[src/rtl/twb_pkg.sv]
package twb_pkg;

   typedef enum logic [1:0] {
      PER_SHORT = 2'b00,
      PER_MID   = 2'b01,
      PER_LONG  = 2'b10,
      PER_OFF   = 2'b11
   } per_sel_e;

   typedef struct packed {
      logic scl;
      logic sda;
   } bus_t;

   localparam bus_t BUS_IDLE = '{scl: 1'b1, sda: 1'b1};

endpackage

[src/rtl/twb_sync.sv]
module twb_sync #(
   parameter int          W       = 2,
   parameter int          STAGES  = 2,
   parameter logic [W-1:0] RST_VAL = '1
) (
   input  logic         clk_i,
   input  logic         arst_ni,
   input  logic [W-1:0] d_i,
   output logic [W-1:0] q_o
);

   logic [W-1:0] stg [STAGES];

   for (genvar i = 0; i < STAGES; i++) begin : g_stage
      if (i == 0) begin : g_first
         always_ff @(posedge clk_i or negedge arst_ni) begin
            if (!arst_ni) stg[0] <= RST_VAL;
            else          stg[0] <= d_i;
         end
      end else begin : g_next
         always_ff @(posedge clk_i or negedge arst_ni) begin
            if (!arst_ni) stg[i] <= RST_VAL;
            else          stg[i] <= stg[i-1];
         end
      end
   end

   assign q_o = stg[STAGES-1];

endmodule

[src/rtl/twb_cond_detect.sv]
module twb_cond_detect
   import twb_pkg::*;
(
   input  logic clk_i,
   input  logic arst_ni,
   input  bus_t bus_i,
   output logic kick_o,
   output logic armed_o
);

   bus_t bus_q;
   logic start_c, stop_c;
   logic armed_q, kick_q;

   always_ff @(posedge clk_i or negedge arst_ni) begin
      if (!arst_ni) bus_q <= BUS_IDLE;
      else          bus_q <= bus_i;
   end

   // SCL must be high on both samples for SDA movement to be a condition
   assign start_c = bus_q.scl && bus_i.scl &&  bus_q.sda && !bus_i.sda;
   assign stop_c  = bus_q.scl && bus_i.scl && !bus_q.sda &&  bus_i.sda;

   always_ff @(posedge clk_i or negedge arst_ni) begin
      if (!arst_ni) begin
         armed_q <= 1'b0;
         kick_q  <= 1'b0;
      end else begin
         kick_q <= stop_c && armed_q;
         if (stop_c)       armed_q <= 1'b0;
         else if (start_c) armed_q <= 1'b1;
      end
   end

   assign kick_o  = kick_q;
   assign armed_o = armed_q;

endmodule

[src/rtl/twb_period_counter.sv]
module twb_period_counter
   import twb_pkg::*;
#(
   parameter int   P0          = 200,
   parameter int   P1          = 600,
   parameter int   P2          = 1400,
   parameter logic [1:0] DEFAULT_SEL = 2'b00,
   localparam int  CNT_W       = $clog2(P2)
) (
   input  logic             clk_i,
   input  logic             arst_ni,
   input  logic             tick_i,
   input  logic             kick_i,
   input  logic [1:0]       sel_i,
   input  logic             wp_i,
   output logic             timeout_o,
   output logic [CNT_W-1:0] cnt_o,
   output logic [1:0]       sel_o
);

   logic [1:0]       sel_q;
   logic [CNT_W-1:0] cnt_q;
   logic [CNT_W-1:0] last_c;
   logic             chg_c, off_c, to_q;

   assign chg_c = !wp_i && (sel_i != sel_q);
   assign off_c = (per_sel_e'(sel_q) == PER_OFF);

   always_comb begin
      unique case (per_sel_e'(sel_q))
         PER_SHORT: last_c = CNT_W'(P0 - 1);
         PER_MID:   last_c = CNT_W'(P1 - 1);
         PER_LONG:  last_c = CNT_W'(P2 - 1);
         default:   last_c = '0;
      endcase
   end

   always_ff @(posedge clk_i or negedge arst_ni) begin
      if (!arst_ni)   sel_q <= DEFAULT_SEL;
      else if (chg_c) sel_q <= sel_i;
   end

   always_ff @(posedge clk_i or negedge arst_ni) begin
      if (!arst_ni) begin
         cnt_q <= '0;
         to_q  <= 1'b0;
      end else if (chg_c || kick_i || off_c) begin
         cnt_q <= '0;
         to_q  <= 1'b0;
      end else if (tick_i) begin
         if (cnt_q == last_c) begin
            cnt_q <= '0;
            to_q  <= 1'b1;
         end else begin
            cnt_q <= cnt_q + 1'b1;
            to_q  <= 1'b0;
         end
      end else begin
         to_q <= 1'b0;
      end
   end

   assign timeout_o = to_q;
   assign cnt_o     = cnt_q;
   assign sel_o     = sel_q;

endmodule

[src/rtl/twb_watchdog.sv]
module twb_watchdog
   import twb_pkg::*;
#(
   parameter int   P0          = 200,
   parameter int   P1          = 600,
   parameter int   P2          = 1400,
   parameter int   SYNC_STAGES = 2,
   parameter logic [1:0] DEFAULT_SEL = 2'b00
) (
   input  logic       clk_i,
   input  logic       arst_ni,
   input  logic       scl_i,
   input  logic       sda_i,
   input  logic       tick_i,
   input  logic [1:0] per_sel_i,
   input  logic       wp_i,
   output logic       timeout_o
);

   localparam int CNT_W = $clog2(P2);

   if (P0 < 2 || P1 <= P0 || P2 <= P1) begin : g_bad_periods
      $error("twb_watchdog: periods must satisfy 2 <= P0 < P1 < P2");
   end
   if (SYNC_STAGES < 2) begin : g_bad_sync
      $error("twb_watchdog: SYNC_STAGES must be at least 2");
   end

   bus_t             bus_raw, bus_s;
   logic             kick, armed;
   logic [CNT_W-1:0] cnt;
   logic [1:0]       held_sel;

   assign bus_raw = '{scl: scl_i, sda: sda_i};

   twb_sync #(
      .W       (2),
      .STAGES  (SYNC_STAGES),
      .RST_VAL (BUS_IDLE)
   ) u_sync (
      .clk_i   (clk_i),
      .arst_ni (arst_ni),
      .d_i     (bus_raw),
      .q_o     (bus_s)
   );

   twb_cond_detect u_det (
      .clk_i   (clk_i),
      .arst_ni (arst_ni),
      .bus_i   (bus_s),
      .kick_o  (kick),
      .armed_o (armed)
   );

   twb_period_counter #(
      .P0          (P0),
      .P1          (P1),
      .P2          (P2),
      .DEFAULT_SEL (DEFAULT_SEL)
   ) u_cnt (
      .clk_i     (clk_i),
      .arst_ni   (arst_ni),
      .tick_i    (tick_i),
      .kick_i    (kick),
      .sel_i     (per_sel_i),
      .wp_i      (wp_i),
      .timeout_o (timeout_o),
      .cnt_o     (cnt),
      .sel_o     (held_sel)
   );

endmodule

[config.mk]
export PLATFORM = sky130hd
export DESIGN_NAME = twb_watchdog
export DESIGN_NICKNAME = d
export VERILOG_FILES = /design/src/rtl/twb_pkg.sv /design/src/rtl/twb_sync.sv /design/src/rtl/twb_cond_detect.sv /design/src/rtl/twb_period_counter.sv /design/src/rtl/twb_watchdog.sv
export SDC_FILE = /design/constraint.sdc
export NUM_CORES = 1
export LEC_CHECK = 0
export CORE_ASPECT_RATIO = 1.25
export CORE_MARGIN = 2
export CORE_UTILIZATION = 60
export CTS_CLUSTER_SIZE = 8
export DETAILED_ROUTE_END_ITERATION = 12
export PLACE_DENSITY = 0.92
export SLEW_MARGIN = 20
export SYNTH_ARGS = -nofsm -noshare
export SYNTH_HDL_FRONTEND = slang
export SYNTH_HIERARCHICAL = 1
export SYNTH_SLANG_ARGS = --single-unit
export TNS_END_PERCENT = 100
[constraint.sdc]
create_clock -name clk_i -period 4.85 [get_ports clk_i]
set_clock_uncertainty 0.1 [all_clocks]
set_input_delay 0.485 -clock clk_i [delete_from_list [all_inputs] [get_ports clk_i]]
set_output_delay 0.485 -clock clk_i [all_outputs]
set_load 0.03 [all_outputs]
==> impl_metrics.py, run 1 <==
metrics = {
    "grt": {
        "grt_pass1_wl_um": 3974,
        "grt_antenna_before_repair": 0,
        "grt_overflow": 0,
        "grt_pass1_vias": 901,
        "grt_use_total_pct": 23.12,
        "grt_start_max_net_pins": 23,
    },
    "worst_setup_path": {
        "crit_chain": "inv_1, ha_1, or4_4, a211oi_4, nand3_2, a31oi_1, a21oi_1",
        "arrival_ns": 2.45,
        "crit_family": "simple AND/OR/NAND/NOR gates",
        "crit_path_max_incr_delay_ns": 0.55,
        "reg2reg_from": "u_cnt/sel_o[0]",
        "critical_path_class": "reg -> reg",
        "critPathCaptureType": "flop",
        "cp_slowest_cell": "or4_4",
        "critical_path.startpoint": "u_cnt/sel_o[0]",
        "crit_buf_inv": 1,
        "crit_required_ns": 4.93,
        "cp-start-kind": "flop",
        "critPathMaxFanout": 5,
    },
    "cells_and_area": {
        "fillers": 142,
        "antenna-diode-count": 0,
        "drive_gt1_share_pct": 17.07,
        "fin_util_pct": 68.41,
        "area_growth_pct": 9.627,
        "fin_area_um2": 1325,
        "nets": 137,
        "fin_cells": 143,
    },
    "timing": {
        "rsz0062_at_grt": "false",
        "slew_headroom_pct": 67.37,
        "fin_crit_ns": 2.373,
        "slew_violations": 0,
        "hold_viol_final": 0,
        "finalSetupViolations": 0,
        "worstMarginPinSlew_ns": 0.4879,
        "fin_crit_sh_pct": 48.93,
        "tns_ns": 0,
        "fmax_mhz": 421.4,
    },
    "synth": {
        "yosysMostFrequentCell": "dfrtp_1",
        "synthArstFlopShare_pct": 100.0,
        "synthTopCellsByCount": "dfrtp_1 (16), a21oi_1 (9), nand2_1 (8), nand3_1 (8), a31oi_1 (7)",
        "synthCells": 118,
        "syn_area_um2": 1209,
        "yosysWarnings": 6,
        "synth-main-ff-cell": "dfrtp_1",
        "yosysUniqueCellTypes": 37,
        "synth_edf_count": 0,
        "synth_area_leaders": "dfrtp_1 (33%), dfstp_2 (13%), ha_1 (5.2%), a21oi_1 (3.7%), a31oi_1 (3.6%)",
        "synth.avg_cell_area_um2": 10.24,
        "yosysTopAreaCell": "dfrtp_1",
        "syn_nets": 131,
        "synth-seq-cells": 22,
        "netlist.area_leader.share_pct": 33.13,
        "ys_seq_area_share_pct": 46.17,
    },
    "floorplanning": {
        "rows": 18,
        "start_util_pct": 62.40,
        "ios": 9,
        "die_area_um2": 2392,
        "die_w_um": 44.15,
        "die_height_um": 54.18,
        "core-area_um2": 1937,
    },
    "clock_network": {
        "cts.sinks": 22,
        "cts_buffer_depth": 2,
        "numCtsBuffers": 3,
        "cts_max_level": 1,
        "cts_tree": "done",
        "ctsHoldBuffers": 0,
        "insertion_delay_ns": 0.30,
        "cts_root_buf": "clkbuf_4",
        "cts.clk_slew.worst_paths_ns": 0.12,
        "post_cts_buffers": 0,
        "cts_resized": 0,
    },
    "placed_design": {
        "placed_area_um2": 1277,
        "place_hpwl_um": 1689,
        "gp_congestion": 0.7935,
        "place_inst": 139,
        "numPortBuffers": 8,
    },
    "routing": {
        "first_pass_iters": 4,
        "via_per_inst": 6.734,
        "drc_errors": 0,
        "dr_total_vias": 963,
        "finalWirelength_um": 2417,
        "drt_iter0_markers": 48,
        "antenna_left": 0,
        "drt-wirelength-per-cell_um": 16.90,
    },
    "outcome": {
        "status": "finished, final reports clean",
    },
    "job": {
        "drv_cap": 0,
    },
    "pwr": {
        "ir_worst_vdd_uv": 260.7,
        "power_leakage_nw": 0.5373,
        "powerDensity_nw_per_um2": 297.2,
        "power_mw": 0.3938,
    },
    "min_path": {
        "hp-class": "in -> async",
    },
}
[cell type report]
class | count | area, µm² | share of cell area [%]
Timing Repair Buffer | 8 | 75.07 | 5.666
Multi-Input combinational cell | 86 | 603.1 | 45.51
Sequential cell | 22 | 558.0 | 42.12
Inverter | 3 | 11.26 | 0.8499
Tap cell | 20 | 25.02 | 1.889
Clock inverter | 1 | 30.03 | 2.266
Clock buffer | 3 | 22.52 | 1.700
[stage by stage]
stage	setup slack [ns]	hold WS, ns
2_1_floorplan	2.721	0.08941
3_3_place_gp	2.603	0.2473
6_report	2.477	0.01259
5_1_grt	2.315	0.04001
4_1_cts	2.509	0.2664
3_5_place_dp	2.458	0.2491
[power breakdown]
part / switching, mW / internal [mW] / total [mW]
Clock: 0.0545 / 0.0835 / 0.138
Sequential: 0.00844 / 0.193 / 0.201
Combinational: 0.0314 / 0.0232 / 0.0547
[worst paths after layout]
kind	endpoint	slack, ns	cells past startpoint
setup / recovery	u_cnt/cnt_o[9]	2.48	7
hold / removal	u_cnt/cnt_o[9]	0.01	1
setup reg to reg	u_cnt/cnt_o[9]	2.48	7
hold reg to reg	u_sync/q_o[0]	0.27	0
max in group asynchronous	u_det/bus_q[1]	4.29	1
min in group clk_i	u_sync/q_o[0]	0.27	0
[layout by cell type, fill, tap and decap left out, drive strengths merged, types with 5 or more instances in the layout]
| master | synthesis | layout |
|---|---|---|
| dfrtp | 16 | 16 |
| nand3 | 10 | 10 |
| a21oi | 9 | 9 |
| nand2 | 8 | 8 |
| clkdlybuf4s50 | 0 | 7 |
| a31oi | 7 | 7 |
| nor2 | 6 | 6 |
| dfstp | 6 | 6 |
| ha | 5 | 5 |
| nor3 | 5 | 5 |
[sequential cells by signal, indices dropped and copies added (netlist names)]
register and cells:
u_cnt/cnt_o 11, u_cnt/sel_o 2, u_cnt/timeout_o 1, u_det/armed_o 1, u_det/bus_q 2, u_det/kick_o 1
u_sync/q_o 2, u_sync/stg 2
[layer usage]
| metal | global-route usage, % | up-vias | wire [µm] |
|---|---|---|---|
| li1 | - | 439 | - |
| met1 | 26.39 | 473 | 995 |
| met2 | 41.18 | 47 | 1254 |
| met3 | 3.020 | 4 | 133 |
| met4 | 13.13 | 0 | 34 |
| met5 | 0 | - | 0 |
[kinds of logic (layout without fill, tap and decap cells)]
group	count (synthesis)	in the layout	synth area share [%]
buf+inv	10	15	3.932
simple gates	50	50	25.57
flops	22	22	46.17
compound gates	23	23	12.94
xor+xnor	6	6	4.349
mux	2	2	1.863
fa+ha+maj	5	5	5.176
(Power assumes the default switching activity.)
==> inputs of run 2 (changes only) <==
--- a/config.mk
+++ b/config.mk
@@ -7,10 +7,10 @@
 export LEC_CHECK = 0
 export CORE_ASPECT_RATIO = 1.25
 export CORE_MARGIN = 2
-export CORE_UTILIZATION = 60
+export CORE_UTILIZATION = 51
 export CTS_CLUSTER_SIZE = 8
 export DETAILED_ROUTE_END_ITERATION = 12
-export PLACE_DENSITY = 0.92
+export PLACE_DENSITY = 0.85
 export SLEW_MARGIN = 20
 export SYNTH_ARGS = -nofsm -noshare
 export SYNTH_HDL_FRONTEND = slang
==> constraint.sdc (replaced) <==
create_clock -name clk_i -period 2.18 [get_ports clk_i]
set_clock_uncertainty 0.1 [all_clocks]
set_input_delay 0.218 -clock clk_i [delete_from_list [all_inputs] [get_ports clk_i]]
set_output_delay 0.218 -clock clk_i [all_outputs]
set_load 0.03 [all_outputs]
==> run 2 against run 1 <==
Effect of this change:
- critical path depth up 2
- clock power up 60%
- cell count up 14%
- via count up 5.3%
- count of clock-buffer cells in the layout up 1
- critical path type unchanged
- largest power group unchanged
==> impl_metrics.py, run 2 (same netlist as run 1, synthesis figures left out) <==
metrics = {
    "cells_and_area": {
        "fin_area_um2": 1459,
        "antenna-diode-count": 0,
        "fin_cells": 163,
        "drive_gt1_share_pct": 25.00,
        "seqCellArea_um2": 558.0,
        "fillers": 180,
        "multi_input_area_um2": 670.6,
        "final_cell_mix": "dfrtp_1 (16), a21oi_1 (9), clkdlybuf4s50_1 (8), nand3_1 (8), nand2_1 (8)",
        "fin_util_pct": 65.29,
        "largest_register_ffs": 11,
        "area_growth_pct": 20.70,
        "final_common_cell": "dfrtp_1",
        "nets": 146,
    },
    "worst_setup_path": {
        "reg2reg_from": "u_cnt/sel_o[0]",
        "r2r_slack_ns": 0.06,
        "critPathCapture": "u_cnt/cnt_o[6]",
        "r2r_cells": 9,
        "critPathCaptureType": "flop",
        "critPathMaxFanout": 4,
        "crit_required_ns": 2.26,
        "critical_path_class": "reg -> reg",
        "regToRegEndpoint": "u_cnt/cnt_o[6]",
        "cp-start-kind": "flop",
        "arrival_ns": 2.20,
        "critical_path.startpoint": "u_cnt/sel_o[0]",
    },
    "routing": {
        "first_pass_iters": 4,
        "drt-wirelength-per-cell_um": 16.42,
        "drc_errors": 0,
        "via_per_inst": 6.221,
        "antenna_left": 0,
        "dr_total_vias": 1014,
        "finalWirelength_um": 2676,
        "drt_iter0_markers": 41,
    },
    "pwr": {
        "power_leakage_nw": 0.5795,
        "powerDensity_nw_per_um2": 570.3,
        "ir_worst_vdd_uv": 553.8,
    },
    "timing": {
        "fin_crit_ns": 2.121,
        "fmax_mhz": 471.5,
        "hold_viol_final": 0,
        "tns_ns": 0,
        "worstMarginPinSlew_ns": 0.5452,
        "slew_violations": 0,
        "slew_headroom_pct": 63.54,
        "fin_crit_sh_pct": 97.29,
        "finalSetupViolations": 0,
        "timing.final.ws_setup_ns": 0.05912,
    },
    "grt": {
        "grt_pass1_wl_um": 4374,
        "grt_overflow": 0,
        "grt_start_max_net_pins": 14,
        "grt_pass1_vias": 941,
        "grt_use_total_pct": 21.63,
        "grt_antenna_before_repair": 0,
    },
    "clock_network": {
        "cts.clk_slew.worst_paths_ns": 0.13,
        "numCtsBuffers": 3,
        "cts_tree": "done",
        "insertion_delay_ns": 0.30,
        "cts_max_level": 1,
        "cts.sinks": 22,
        "cts_buffer_depth": 2,
        "cts_root_buf": "clkbuf_4",
    },
    "floorplanning": {
        "core-area_um2": 2235,
        "die_area_um2": 2778,
        "start_util_pct": 54.09,
        "rows": 19,
        "ios": 9,
        "die_w_um": 47.54,
        "die_height_um": 58.43,
    },
    "placed_design": {
        "gp_congestion": 0.8872,
        "pre_cts_ws_ns": -0.03266,
        "place_inst": 157,
        "numPortBuffers": 8,
        "placed_area_um2": 1344,
        "place_hpwl_um": 1821,
    },
    "outcome": {
        "status": "finished, final reports clean",
    },
    "job": {
        "drv_cap": 0,
    },
    "min_path": {
        "hp-class": "in -> async",
    },
}
[run 2: worst min path at each step]
| stage | startpoint | end | slack (ns) | cells past startpoint |
|---|---|---|---|---|
| 6_report | arst_ni | u_cnt/cnt_o[7] | 0.15 | 1 |
| 5_1_grt | arst_ni | u_cnt/cnt_o[7] | 0.18 | 1 |
| 4_1_cts | arst_ni | u_cnt/cnt_o[7] | 0.16 | 1 |
| 3_5_place_dp | u_sync/stg[2] | u_sync/q_o[0] | 0.25 | 0 |
| 3_3_place_gp | u_sync/stg[2] | u_sync/q_o[0] | 0.25 | 0 |
| 2_1_floorplan | arst_ni | u_cnt/cnt_o[0] | -0.18 | 0 |
[run 2: timing repair]
action,4_1_cts,5_1_grt
gates cloned,1,0
endpoints found under the hold margin,0,0
setup buffers,1,0
resized for setup,0,10
hold buffers,0,0
pin swaps,2,7
setup endpoints to repair,9,12
[run 2: per-layer routing]
| metal | global-route usage (%) | up-vias | share of wire (%) |
|---|---|---|---|
| met5 | 0 | - | 0 |
| met4 | 8.108 | 0 | 4.2 |
| met3 | 2.454 | 20 | 5.2 |
| met2 | 36.68 | 52 | 51 |
| met1 | 27.51 | 476 | 39 |
| li1 | - | 466 | - |
[run 2: power by group]
group          leakage [nW]  total, mW  switching [mW]  internal, mW
clock                0.0210      0.221           0.119         0.102
sequential            0.280      0.445          0.0160         0.429
combinational         0.278      0.166          0.0937        0.0721
total                 0.579      0.832           0.229         0.603
[run 2: metrics by stage]
| step | hold WS (ns) | total power, mW |
|---|---|---|
| 6_report | 0.1489 | 0.8320 |
| 5_1_grt | 0.1759 | 0.8769 |
| 4_1_cts | 0.1570 | 0.8172 |
| 3_5_place_dp | 0.2471 | 0.5902 |
| 3_3_place_gp | 0.2503 | 0.5808 |
| 2_1_floorplan | -0.1776 | 0.5378 |
[run 2: worst max-delay path, stage by stage (launching register included)]
cell and delay, ns:
dfrtp_1 0.43, buf_4 0.16, ha_1 0.22, buf_4 0.16
xnor2_2 0.15, a211oi_4 0.22, buf_6 0.16, nand3_4 0.08
a31oi_1 0.21, a21oi_1 0.10
[run 2: area by class of cell]
cell class | count | area share (%)
multi-input combinational | 87 | 45.97
clock buffer | 4 | 2.487
timing repair buffer | 16 | 9.863
sequential | 22 | 38.25
inverter | 3 | 0.7719
tap | 31 | 2.659
==> inputs of run 3 (changes only) <==
--- a/config.mk
+++ b/config.mk
@@ -10,7 +10,7 @@
 export CORE_UTILIZATION = 51
 export CTS_CLUSTER_SIZE = 8
 export DETAILED_ROUTE_END_ITERATION = 12
-export PLACE_DENSITY = 0.85
+export PLACE_DENSITY = 0.74
 export SLEW_MARGIN = 20
 export SYNTH_ARGS = -nofsm -noshare
 export SYNTH_HDL_FRONTEND = slang
==> run 3 against run 2 <==
Effect of this change:
- the flow now finishes with violations (negative setup slack)
- count of clock-buffer cells in the layout unchanged
- total power up 0.38%
- largest power group unchanged
- sequential power about the same
- final area decreased by 0.34%
- via count is 1.1% lower
- non-clock buffer count is 1 higher
- maximum frequency is 3.2% lower
- worst hold slack lost 0.020 ns
==> impl_metrics.py, run 3 (same netlist as run 1, synthesis figures left out) <==
metrics = {
    "floorplanning": {
        "core-area_um2": 2235,
        "die_height_um": 58.43,
        "rows": 19,
        "die_area_um2": 2778,
        "die_w_um": 47.54,
        "ios": 9,
        "start_util_pct": 54.09,
    },
    "cells_and_area": {
        "largest_register_ffs": 11,
        "fin_cells": 164,
        "fin_util_pct": 65.06,
        "drive_gt1_share_pct": 24.81,
        "final_common_cell": "dfrtp_1",
        "final_cell_mix": "dfrtp_1 (16), a21oi_1 (9)",
        "nets": 147,
        "area_growth_pct": 20.29,
        "antenna-diode-count": 0,
        "fin_area_um2": 1454,
    },
    "placed_design": {
        "place_inst": 157,
        "placed_area_um2": 1344,
        "gp_congestion": 0.8765,
        "place_hpwl_um": 1673,
        "numPortBuffers": 8,
    },
    "clock_network": {
        "cts_root_buf": "clkbuf_4",
        "cts.clk_slew.worst_paths_ns": 0.12,
        "cts.sinks": 22,
        "cts_max_level": 1,
        "ctsHoldBuffers": 0,
        "cts_tree": "done",
        "insertion_delay_ns": 0.31,
        "cts_buffer_depth": 2,
        "numCtsBuffers": 3,
    },
    "worst_setup_path": {
        "arrival_ns": 2.28,
        "crit_family": "simple AND/OR/NAND/NOR gates",
        "critPathCaptureType": "flop",
        "r2r_slack_ns": -0.01,
        "crit_required_ns": 2.27,
        "critPathMaxFanout": 4,
        "reg2reg_from": "u_cnt/sel_o[1]",
        "regToRegEndpoint": "u_cnt/cnt_o[6]",
        "r2r_cells": 7,
        "cp_slowest_cell": "or4_4",
        "critical_path_class": "reg -> reg",
        "crit_buf_inv": 1,
        "crit_path_max_incr_delay_ns": 0.54,
        "cp-start-kind": "flop",
        "crit_chain": "ha_4, or4_4, a211oi_4, buf_4, nand3_4, a31oi_1, a21oi_1",
    },
    "routing": {
        "first_pass_iters": 5,
        "drt-wirelength-per-cell_um": 15.16,
        "antenna_left": 0,
        "finalWirelength_um": 2487,
        "drt_iter0_markers": 29,
        "drc_errors": 0,
        "via_per_inst": 6.116,
        "dr_total_vias": 1003,
    },
    "timing": {
        "worstMarginPinSlew_ns": 0.4351,
        "fmax_mhz": 456.3,
        "fin_crit_sh_pct": 100.5,
        "finalSetupViolations": 1,
        "hold_viol_final": 0,
        "timing.final.ws_setup_ns": -0.01163,
        "tns_ns": -0.01163,
        "slew_headroom_pct": 70.99,
        "fin_crit_ns": 2.192,
        "rsz0062_at_grt": "true",
        "slew_violations": 0,
    },
    "pwr": {
        "ir_worst_vdd_uv": 499.1,
        "p_clk_share_pct": 26.9,
        "pwr-share-comb_pct": 20.0,
        "pwr-share-seq_pct": 53.1,
        "p_sw_mw": 0.2284,
        "internal_power_mw": 0.6067,
        "power_leakage_nw": 0.5836,
        "powerDensity_nw_per_um2": 574.4,
        "swShare_pct": 27.35,
    },
    "outcome": {
        "violations": "negative setup slack",
        "status": "complete, but fails checks",
    },
    "min_path": {
        "hp-class": "in -> async",
    },
    "grt": {
        "grt_use_total_pct": 19.09,
        "grt_pass1_vias": 903,
        "grt_pass1_wl_um": 3898,
        "grt_start_max_net_pins": 23,
        "grt_antenna_before_repair": 0,
        "grt_overflow": 0,
    },
    "job": {
        "drv_cap": 0,
    },
}
[run 3: area by class of cell]
type / count / area (µm²)
well taps: 31 / 38.79
multi-input cells: 87 / 658.1
clock buffers: 4 / 36.28
flip-flops and latches: 22 / 558.0
inverters: 3 / 11.26
fillers: 183 / 780.7
repair buffers: 17 / 151.4
[run 3: routing by layer]
layer,vias up,track usage [%],share of wire (%)
met5,-,0,0
met4,0,11.20,3.4
met3,11,2.147,5.3
met2,53,30.69,51
met1,477,23.90,40
li1,462,-,-
[run 3: worst register-to-register path: cells and delay by family, from the launching register on]
kind            cells  cell delay, ns
compound gates      3            0.59
fa+ha+maj           1            0.17
flops               1            0.43
simple gates        2            0.63
buf+inv             1            0.16
[run 3: stage by stage]
stage               hold slack, ns  power, mW  setup WS, ns
floorplan                  -0.1776     0.5378       0.05146
global placement            0.2491     0.5824       0.07759
detailed placement          0.2479     0.5865      0.001699
CTS                         0.1419     0.8094       0.01200
global route                0.1641     0.8746      -0.05384
finish                      0.1290     0.8352      -0.01163
[run 3: power groups by stage]
stage / Combinational (mW) / Clock [mW] / Sequential [mW]
final: 0.167 / 0.225 / 0.443
after global routing: 0.182 / 0.247 / 0.446
after CTS: 0.138 / 0.230 / 0.442
after detailed placement: 0.137 / 0 / 0.449
after global placement: 0.134 / 0 / 0.449
after floorplan: 0.0901 / 0 / 0.448
[run 3: how the worst max path moves through the flow]
stage / start / endpoint / slack [ns] / depth (start not counted)
global route: u_cnt/sel_o[1] / u_cnt/cnt_o[6] / -0.05 / 7
floorplan: u_cnt/sel_o[0] / u_cnt/cnt_o[3] / 0.05 / 7
finish: u_cnt/sel_o[1] / u_cnt/cnt_o[6] / -0.01 / 7
global placement: u_cnt/sel_o[0] / u_cnt/cnt_o[3] / 0.08 / 7
CTS: u_cnt/sel_o[0] / u_cnt/cnt_o[3] / 0.01 / 7
detailed placement: u_cnt/sel_o[0] / u_cnt/cnt_o[3] / 0.002 / 7
[run 3: what timing repair did]
action                                  in CTS  in global routing
gates resized for setup                      0                 10
setup buffers                                0                  2
gates cloned                                 0                  1
endpoints found under the setup margin       1                  7
pin swaps                                    1                  9
